<file path="config.mk">
export PLATFORM = sky130hd
export DESIGN_NAME = riscdec_top
export DESIGN_NICKNAME = d
export VERILOG_FILES = /design/src/rtl/riscdec_pkg.sv /design/src/rtl/riscdec_fields.sv /design/src/rtl/riscdec_opdec.sv /design/src/rtl/riscdec_fndec.sv /design/src/rtl/riscdec_immext.sv /design/src/rtl/riscdec_top.sv
export SDC_FILE = /design/constraint.sdc
export NUM_CORES = 1
export LEC_CHECK = 0
export BUFFER_PORTS_ARGS = -buffer_cell sky130_fd_sc_hd__buf_2
export CAP_MARGIN = 20
export CORE_MARGIN = 4
export CORE_UTILIZATION = 33
export DETAILED_ROUTE_END_ITERATION = 8
export GPL_TIMING_DRIVEN = 1
export PLACE_DENSITY_LB_ADDON = 0.2
export SETUP_SLACK_MARGIN = 0.4
export SLEW_MARGIN = 25
export SYNTH_ARGS = -nofsm -noshare
export SYNTH_HDL_FRONTEND = slang
export SYNTH_SLANG_ARGS = --single-unit
</file>
<file path="constraint.sdc">
create_clock -name vclk -period 2.15
set_input_delay 0.43 -clock vclk [all_inputs]
set_output_delay 0.43 -clock vclk [all_outputs]
set_load 0.02 [all_outputs]
</file>
<file path="src/rtl/riscdec_pkg.sv">
package riscdec_pkg;

  localparam int unsigned INSTR_W = 32;
  localparam int unsigned REG_W   = 5;
  localparam int unsigned IMM_W   = 16;
  localparam int unsigned TGT_W   = 26;
  localparam int unsigned CODE_W  = 6;

  // primary opcodes
  localparam logic [CODE_W-1:0] OPC_RTYPE = 6'd0;
  localparam logic [CODE_W-1:0] OPC_JMP   = 6'd2;
  localparam logic [CODE_W-1:0] OPC_JLNK  = 6'd3;
  localparam logic [CODE_W-1:0] OPC_BEQ   = 6'd4;
  localparam logic [CODE_W-1:0] OPC_BNE   = 6'd5;
  localparam logic [CODE_W-1:0] OPC_BGTZ  = 6'd7;
  localparam logic [CODE_W-1:0] OPC_ADDI  = 6'd8;
  localparam logic [CODE_W-1:0] OPC_SLTI  = 6'd10;
  localparam logic [CODE_W-1:0] OPC_ANDI  = 6'd12;
  localparam logic [CODE_W-1:0] OPC_ORI   = 6'd13;
  localparam logic [CODE_W-1:0] OPC_LDB   = 6'd32;
  localparam logic [CODE_W-1:0] OPC_LDW   = 6'd35;
  localparam logic [CODE_W-1:0] OPC_STB   = 6'd40;
  localparam logic [CODE_W-1:0] OPC_STW   = 6'd43;

  // secondary function codes
  localparam logic [CODE_W-1:0] FN_JREG = 6'd8;
  localparam logic [CODE_W-1:0] FN_MUL  = 6'd24;
  localparam logic [CODE_W-1:0] FN_DIV  = 6'd26;
  localparam logic [CODE_W-1:0] FN_ADD  = 6'd32;
  localparam logic [CODE_W-1:0] FN_SUB  = 6'd34;
  localparam logic [CODE_W-1:0] FN_AND  = 6'd36;
  localparam logic [CODE_W-1:0] FN_OR   = 6'd37;
  localparam logic [CODE_W-1:0] FN_SLT  = 6'd42;

  typedef enum logic [1:0] {FMT_REG = 2'd0, FMT_IMM = 2'd1, FMT_JMP = 2'd2} fmt_e;
  typedef enum logic [2:0] {
    ALU_ADD = 3'd0, ALU_SUB = 3'd1, ALU_AND = 3'd2,
    ALU_OR  = 3'd3, ALU_SLT = 3'd4, ALU_NONE = 3'd5
  } alu_e;
  typedef enum logic [1:0] {BR_NONE = 2'd0, BR_EQ = 2'd1, BR_NE = 2'd2, BR_GTZ = 2'd3} br_e;
  typedef enum logic [1:0] {JP_NONE = 2'd0, JP_ABS = 2'd1, JP_LINK = 2'd2, JP_REG = 2'd3} jmp_e;
  typedef enum logic [1:0] {DS_RD = 2'd0, DS_RT = 2'd1, DS_LINK = 2'd2, DS_NONE = 2'd3} dsel_e;

  typedef struct packed {
    alu_e  alu;
    logic  wr;
    dsel_e dsel;
    logic  sgn;
    logic  mrd;
    logic  mwr;
    logic  byt;
    br_e   br;
    jmp_e  jmp;
    logic  md;
    logic  ill;
  } ctrl_t;

  localparam ctrl_t CTRL_ILLEGAL = '{alu: ALU_NONE, wr: 1'b0, dsel: DS_RD, sgn: 1'b0,
                                     mrd: 1'b0, mwr: 1'b0, byt: 1'b0, br: BR_NONE,
                                     jmp: JP_NONE, md: 1'b0, ill: 1'b1};

endpackage

</file>
<file path="src/rtl/riscdec_fields.sv">
module riscdec_fields
  import riscdec_pkg::*;
(
  input  logic [INSTR_W-1:0] word_i,
  output logic [CODE_W-1:0]  opc_o,
  output logic [CODE_W-1:0]  fn_o,
  output logic [REG_W-1:0]   rs_o,
  output logic [REG_W-1:0]   rt_o,
  output logic [REG_W-1:0]   rd_o,
  output logic [REG_W-1:0]   sh_o,
  output logic [IMM_W-1:0]   imm_o,
  output logic [TGT_W-1:0]   tgt_o
);
  localparam int unsigned RS_LO = INSTR_W - CODE_W - REG_W;
  localparam int unsigned RT_LO = RS_LO - REG_W;
  localparam int unsigned RD_LO = RT_LO - REG_W;
  localparam int unsigned SH_LO = RD_LO - REG_W;

  always_comb begin
    opc_o = word_i[INSTR_W-1 -: CODE_W];
    rs_o  = word_i[RS_LO +: REG_W];
    rt_o  = word_i[RT_LO +: REG_W];
    rd_o  = word_i[RD_LO +: REG_W];
    sh_o  = word_i[SH_LO +: REG_W];
    fn_o  = word_i[CODE_W-1:0];
    imm_o = word_i[IMM_W-1:0];
    tgt_o = word_i[TGT_W-1:0];
  end
endmodule

</file>
<file path="src/rtl/riscdec_opdec.sv">
module riscdec_opdec
  import riscdec_pkg::*;
(
  input  logic [CODE_W-1:0] opc_i,
  output ctrl_t             ctrl_o
);
  always_comb begin
    ctrl_o      = CTRL_ILLEGAL;
    ctrl_o.ill  = 1'b0;
    ctrl_o.dsel = DS_RT;
    unique case (opc_i)
      OPC_ADDI: begin ctrl_o.alu = ALU_ADD; ctrl_o.wr = 1'b1; ctrl_o.sgn = 1'b1; end
      OPC_SLTI: begin ctrl_o.alu = ALU_SLT; ctrl_o.wr = 1'b1; ctrl_o.sgn = 1'b1; end
      OPC_ANDI: begin ctrl_o.alu = ALU_AND; ctrl_o.wr = 1'b1; end
      OPC_ORI:  begin ctrl_o.alu = ALU_OR;  ctrl_o.wr = 1'b1; end
      OPC_LDW, OPC_LDB: begin
        ctrl_o.alu = ALU_ADD; ctrl_o.wr = 1'b1; ctrl_o.sgn = 1'b1; ctrl_o.mrd = 1'b1;
        ctrl_o.byt = (opc_i == OPC_LDB);
      end
      OPC_STW, OPC_STB: begin
        ctrl_o.alu = ALU_ADD; ctrl_o.sgn = 1'b1; ctrl_o.mwr = 1'b1;
        ctrl_o.byt = (opc_i == OPC_STB);
      end
      OPC_BEQ:  begin ctrl_o.alu = ALU_SUB; ctrl_o.sgn = 1'b1; ctrl_o.br = BR_EQ;  end
      OPC_BNE:  begin ctrl_o.alu = ALU_SUB; ctrl_o.sgn = 1'b1; ctrl_o.br = BR_NE;  end
      OPC_BGTZ: begin ctrl_o.alu = ALU_SUB; ctrl_o.sgn = 1'b1; ctrl_o.br = BR_GTZ; end
      OPC_JMP:  begin ctrl_o.jmp = JP_ABS; ctrl_o.dsel = DS_NONE; end
      OPC_JLNK: begin ctrl_o.jmp = JP_LINK; ctrl_o.wr = 1'b1; ctrl_o.dsel = DS_LINK; end
      default:  begin ctrl_o.ill = 1'b1; end
    endcase
  end
endmodule

</file>
<file path="src/rtl/riscdec_fndec.sv">
module riscdec_fndec
  import riscdec_pkg::*;
(
  input  logic [CODE_W-1:0] fn_i,
  output ctrl_t             ctrl_o
);
  always_comb begin
    ctrl_o      = CTRL_ILLEGAL;
    ctrl_o.ill  = 1'b0;
    ctrl_o.dsel = DS_RD;
    unique case (fn_i)
      FN_ADD: begin ctrl_o.alu = ALU_ADD; ctrl_o.wr = 1'b1; end
      FN_SUB: begin ctrl_o.alu = ALU_SUB; ctrl_o.wr = 1'b1; end
      FN_AND: begin ctrl_o.alu = ALU_AND; ctrl_o.wr = 1'b1; end
      FN_OR:  begin ctrl_o.alu = ALU_OR;  ctrl_o.wr = 1'b1; end
      FN_SLT: begin ctrl_o.alu = ALU_SLT; ctrl_o.wr = 1'b1; end
      FN_MUL, FN_DIV: begin ctrl_o.md = 1'b1; end
      FN_JREG: begin ctrl_o.jmp = JP_REG; end
      default: begin ctrl_o.ill = 1'b1; end
    endcase
  end
endmodule

</file>
<file path="src/rtl/riscdec_immext.sv">
module riscdec_immext #(
  parameter int unsigned IN_W  = 16,
  parameter int unsigned OUT_W = 32
) (
  input  logic [IN_W-1:0]  imm_i,
  input  logic             sgn_i,
  output logic [OUT_W-1:0] ext_o
);
  localparam int unsigned PAD_W = OUT_W - IN_W;
  logic fill;
  always_comb begin
    fill  = sgn_i & imm_i[IN_W-1];
    ext_o = {{PAD_W{fill}}, imm_i};
  end
endmodule

</file>
<file path="src/rtl/riscdec_top.sv">
module riscdec_top
  import riscdec_pkg::*;
#(
  parameter int unsigned DATA_W   = 32,
  parameter int unsigned LINK_REG = 31
) (
  input  logic [INSTR_W-1:0] instr_i,
  output logic [1:0]         fmt_o,
  output logic [REG_W-1:0]   rs_o,
  output logic [REG_W-1:0]   rt_o,
  output logic [REG_W-1:0]   rd_o,
  output logic [REG_W-1:0]   shamt_o,
  output logic [IMM_W-1:0]   imm_o,
  output logic [DATA_W-1:0]  imm_ext_o,
  output logic [TGT_W-1:0]   target_o,
  output logic [2:0]         alu_op_o,
  output logic [REG_W-1:0]   dst_o,
  output logic               imm_sign_o,
  output logic               reg_we_o,
  output logic               mem_rd_o,
  output logic               mem_wr_o,
  output logic               mem_byte_o,
  output logic [1:0]         branch_o,
  output logic [1:0]         jump_o,
  output logic               muldiv_o,
  output logic               illegal_o
);
  localparam logic [REG_W-1:0] LINK_IDX = REG_W'(LINK_REG);

  logic [CODE_W-1:0] opc, fn;
  ctrl_t op_ctrl, fn_ctrl, sel_ctrl, fin_ctrl;
  logic  is_reg;

  riscdec_fields u_fields (
    .word_i(instr_i), .opc_o(opc), .fn_o(fn), .rs_o(rs_o), .rt_o(rt_o),
    .rd_o(rd_o), .sh_o(shamt_o), .imm_o(imm_o), .tgt_o(target_o)
  );

  riscdec_opdec u_opdec (.opc_i(opc), .ctrl_o(op_ctrl));
  riscdec_fndec u_fndec (.fn_i(fn),   .ctrl_o(fn_ctrl));

  always_comb begin
    is_reg   = (opc == OPC_RTYPE);
    sel_ctrl = is_reg ? fn_ctrl : op_ctrl;
    if (is_reg) fmt_o = FMT_REG;
    else if (opc == OPC_JMP || opc == OPC_JLNK) fmt_o = FMT_JMP;
    else fmt_o = FMT_IMM;
  end

  // destination selection by format, then silence illegal and zero-target writes
  always_comb begin
    fin_ctrl = sel_ctrl;
    unique case (sel_ctrl.dsel)
      DS_RD:   dst_o = rd_o;
      DS_RT:   dst_o = rt_o;
      DS_LINK: dst_o = LINK_IDX;
      default: dst_o = '0;
    endcase
    if (sel_ctrl.ill) begin
      fin_ctrl      = CTRL_ILLEGAL;
      fin_ctrl.dsel = sel_ctrl.dsel;
    end
    if (dst_o == '0) fin_ctrl.wr = 1'b0;
  end

  riscdec_immext #(.IN_W(IMM_W), .OUT_W(DATA_W)) u_immext (
    .imm_i(imm_o), .sgn_i(fin_ctrl.sgn), .ext_o(imm_ext_o)
  );

  always_comb begin
    alu_op_o   = fin_ctrl.alu;
    imm_sign_o = fin_ctrl.sgn;
    reg_we_o   = fin_ctrl.wr;
    mem_rd_o   = fin_ctrl.mrd;
    mem_wr_o   = fin_ctrl.mwr;
    mem_byte_o = fin_ctrl.byt;
    branch_o   = fin_ctrl.br;
    jump_o     = fin_ctrl.jmp;
    muldiv_o   = fin_ctrl.md;
    illegal_o  = fin_ctrl.ill;
  end
endmodule

</file>
# Word-level counts from Yosys, hierarchy flattened
# Cells that the tools add are included.
# Widths: inputs -> output; s select.
# word_totals
ram_bits	0
mem_bits_ro	0
latchBits	0
reg_bits	0
out_inout_bits	115
mem_count	0
# op_classes
n_lt_le_gt_ge	0
mul	0
eq_ne	23
n_div	0
bitwise	1
add_sub_neg	0
n_reduce_logical	13
shift	0
muxes	20
# op_table
operator	n
$eq 6x6->1 const B	9
$mux 16	2
$eq 6x4->1 const B	5
$pmux 4 s5	1
$eq 6x3->1 const B	3
$pmux 3 s5	1
$pmux 5 s3	1
$reduce_or 13->1	1
$eq 6x2->1 const B	2
$eq 6x5->1 const B	2
$reduce_or 9->1	1
$mux 1	8
$pmux 2 s2	2
$reduce_or 8->1	1
$reduce_or 7->1	1
$logic_not 6->1	1
$mux 2	3
$pmux 2 s3	1
$reduce_or 2->1	3
$logic_not 5->1	1
$reduce_or 5->1	1
$reduce_or 3->1	1
$eq 2x1->1 const B	1
$eq 2x2->1 const B	1
4 further kinds	4

# Logic depth before layout (Yosys ltp)
# depth
depth_word	8
depth_mapped	6
ltp_nobuf	4

# Cells and area by module
# From an unflattened synthesis, not the netlist that was laid out.
# hier_totals
hier_cells	270
hier_area_um2	1843.0
# modules_own_cells
module	cells_per_inst	seq_area_each_um2	area_each_um2	instances
riscdec_fields	74	0.0	555.5	1
riscdec_top	82	0.0	449.2	1
riscdec_opdec	52	0.0	382.9	1
riscdec_immext	33	0.0	246.5	1
riscdec_fndec	29	0.0	209.0	1

# Worst setup path after synthesis
# No wires, ideal clock.
# synth_path
path_type	in2out
start	input port instr_i[28]
end	output port imm_ext_o[16]
n_path_buf	2
required_time_ps	1720
slack_ps	-376
cell_stages	6
arrival_ps	2096
path_cell_list	buf_6 -> or2_0 -> or2_1 -> a31oi_1 -> and2_1 -> buf_4
# synth_via
elab_chain_len	6
word_cells_on_any_way	21
classes_between	eq/ne: 13; mux: 4; bitwise: 1; reduce/logical: 3
# synth_lines
item	line	text
start, declared	riscdec_top.sv:7	input logic [INSTR_W-1:0] instr_i,
$eq 6x2->1 (tied with other cells)	riscdec_opdec.sv:11	unique case (opc_i)
$reduce_or 13->1 (no line) / $reduce_or 9->1 (equally long branches)	n/a	
$mux 1	riscdec_opdec.sv:11	
$mux 16 *	riscdec_top.sv:44	sel_ctrl = is_reg ? fn_ctrl : op_ctrl;
$mux 16 *	riscdec_top.sv:59	if (sel_ctrl.ill) begin
net imm_sign_o	riscdec_top.sv:18	output logic imm_sign_o,
$and 1x1->1 *	riscdec_immext.sv:12	fill = sgn_i & imm_i[IN_W-1];
end, declared	riscdec_top.sv:14	output logic [DATA_W-1:0] imm_ext_o,
# Mark *: on every way through the listed nets, which the timed path passes. The rest lies on a longest branch.

# Worst setup path in the final report
# layout_path
start	input port instr_i[29]
end	output port reg_we_o
# layout_via
elab_chain_len	7
word_cells_on_any_way	27
classes_between	eq/ne: 15; mux: 7; reduce/logical: 5
# layout_lines
item	line	text
$eq 6x2->1	riscdec_opdec.sv:11	
$pmux 2 s2	riscdec_opdec.sv:11	
$mux 16 *	riscdec_top.sv:44	
$eq 2x2->1 (tied with other cells)	riscdec_top.sv:53	unique case (sel_ctrl.dsel)
$pmux 5 s3	riscdec_top.sv:53	
$logic_not 5->1	riscdec_top.sv:63	if (dst_o == '0) fin_ctrl.wr = 1'b0;
$mux 1 *	riscdec_top.sv:63	
end, declared	riscdec_top.sv:19	output logic reg_we_o,
# Mark *: on every way between the ends. The rest lies on a longest branch, timed or not.

==> results.sh <==
export IMPL_syn_area_per_cell_um2=6.761
export IMPL_final_cell_mix="64 x buf_2, 49 x buf_6, 36 x buf_4"
export IMPL_nets=289
export IMPL_hold_depth=0
export IMPL_num_vias=1343
export IMPL_initial_utilization_pct=34.31
export IMPL_row_count=23
export IMPL_synth_fp_nets=235
export IMPL_fin_ws_ns=-0.1125
export IMPL_utilization_pct=54.02
export IMPL_violations="negative setup slack"
export IMPL_crit_arrival_ns=1.83
export IMPL_grt_ovfl_total=0
export IMPL_drt_antenna_violating_nets=0
export IMPL_nClkBuffers=0
export IMPL_vdd_ir_drop_max_uv=117.4
export IMPL_rsz0062_at_grt="true"
export IMPL_cp_end_kind="output pin"
export IMPL_hp_start="instr_i[22]"
export IMPL_powerDensity_nw_per_um2=216.3
export IMPL_postRouteWirelength_um=3854
export IMPL_synth_yosys_seq_area_share_pct=0
export IMPL_hold_violations=0
export IMPL_via_per_inst=4.403
export IMPL_drc=0
export IMPL_numPortBuffers=107
export IMPL_die_x_um=72.49
export IMPL_diodes=0
export IMPL_max_slew_margin_pct=83.79
export IMPL_gp_congestion=0.8160
export IMPL_min_period_over_period_pct=105.2
export IMPL_worst_slew_pin_slew_ns=0.2413
export IMPL_post_synth_num_cell_types=40
export IMPL_hpwlAfterDp_um=2935
export IMPL_fmax_ghz=0.4420
export IMPL_dieArea_um2=5255
export IMPL_syn2layout_area_growth_pct=57.43
export IMPL_drive_gt1_share_pct=77.25
export IMPL_hold_class="input pin to output pin"
export IMPL_p_leak_nw=1.039
export IMPL_final_cell_area_um2=2161
export IMPL_setup_viol_count_final=19
export IMPL_drt_iter0_markers=33
export IMPL_grt_pass1_wl_um=5878
export IMPL_first_global_vias=1300
export IMPL_maxSlewViolCount=0
export IMPL_drt_pass1_iter_count=4
export IMPL_final_common_cell="buf_2"
export IMPL_fin_crit_ns=2.262
export IMPL_post_drt_wl_per_cell_um=12.64
export IMPL_critPathKind="input pin to output pin"
export IMPL_seq_cell_count=0
export IMPL_io_pins=147
export IMPL_core_um2=4000
export IMPL_maxCapViolations=0
export IMPL_synth_cell_area_um2=1373
export IMPL_ys_warnings_count=0
export IMPL_worstSetupStartpointType="input pin"
export IMPL_die_y_um=72.49
export IMPL_regArea_um2=0
export IMPL_outcome="complete, but fails checks"
export IMPL_crit_fanout=5
export IMPL_netlist_instances=203
export IMPL_place_area_um2=1592
export IMPL_hold_path_endpoint="target_o[22]"
export IMPL_setup_tns_ns=-0.8669
export IMPL_grt_max_degree=14
export IMPL_required_ns=1.72
export IMPL_track_usage_pct=12.96
export IMPL_antenna_found_initial=0
==> per-layer routing <==
layer	routed length (µm)	GRT usage [%]
met4	10	1.230
met5	0	0
met3	250	1.247
met2	1976	23.36
met1	1616	17.24
==> synth_stat cells, types with 2 or more instances <==
cell type	n	area (µm²)
buf_4	94	705.7
buf_2	3	15.01
a22oi_1	2	15.01
nand3_1	5	25.02
o21ai_0	4	20.02
a31oi_1	3	18.77
o22a_1	2	17.52
nor3_1	5	25.02
nor3b_1	6	45.04
o21a_1	2	15.01
nand4_1	2	12.51
buf_6	2	22.52
a21oi_1	5	25.02
nand2_1	4	15.01
o21bai_2	3	33.78
clkbuf_1	4	15.01
o21ai_1	3	15.01
nor2b_1	4	25.02
nand2b_1	6	37.54
inv_1	4	15.01
and2_1	5	31.28
and3_1	2	12.51
or4b_1	2	20.02
nor2_1	15	56.30
==> report_power, final <==
group	leakage, nW	switching, mW	internal [mW]
Clock	0	0	0
Sequential	0	0	0
Combinational	1.04	0.245	0.222
==> layout make-up <==
cell class	instances	area, µm²
well taps	50	62.56
repair buffers	154	1227
inverters	5	18.77
fillers	387	1839
multi-input cells	96	852.1
==> worst max-delay path by stage <==
stage                     start        to  slack [ns]  cells past startpoint
floorplan           instr_i[30]  reg_we_o       -0.05                      6
global placement    instr_i[29]  reg_we_o       -0.15                      6
detailed placement  instr_i[29]  reg_we_o       -0.16                      6
CTS                 instr_i[29]  reg_we_o       -0.11                      6
global route        instr_i[29]  reg_we_o       -0.15                      6
finish              instr_i[29]  reg_we_o       -0.11                      6
==> worst max-delay path: stages <==
cell and delay [ns]:
buf_6 0.09, or4_4 0.60, o21bai_4 0.15, a22oi_2 0.10
a311oi_4 0.30, buf_6 0.16
==> stage by stage <==
stage                     worst slack, ns  cells  power (mW)  hold slack (ns)
final                             -0.1125    305      0.4673           0.8600
after global routing              -0.1484    305      0.4992           0.8600
after CTS                         -0.1150    302      0.4496           0.8602
after detailed placement          -0.1576    293      0.3685           0.8602
after global placement            -0.1504    293      0.3681           0.8602
after floorplan                  -0.04778    203      0.3746           0.9726
==> cells by family (layout without fill, tap and decap cells) <==
kind of cell	after synthesis	count (layout)	share of synthesized area (%)
adders and majority gates	1	1	0.7293
xor gates and xnor gates	1	1	0.6382
and+or+nand+nor	64	65	27.16
buffers and inverters	108	159	56.61
muxes	1	1	0.7293
AOI/OAI and AO/OA	28	28	14.13
==> timing repair <==
item | 4_1_cts | 5_1_grt
setup endpoints to repair | 34 | 37
cloned | 1 | 0
pin swaps | 12 | 11
resized for setup | 105 | 22
hold buffers | 0 | 0
buffers inserted | 8 | 3
(Power assumes the default switching activity.)
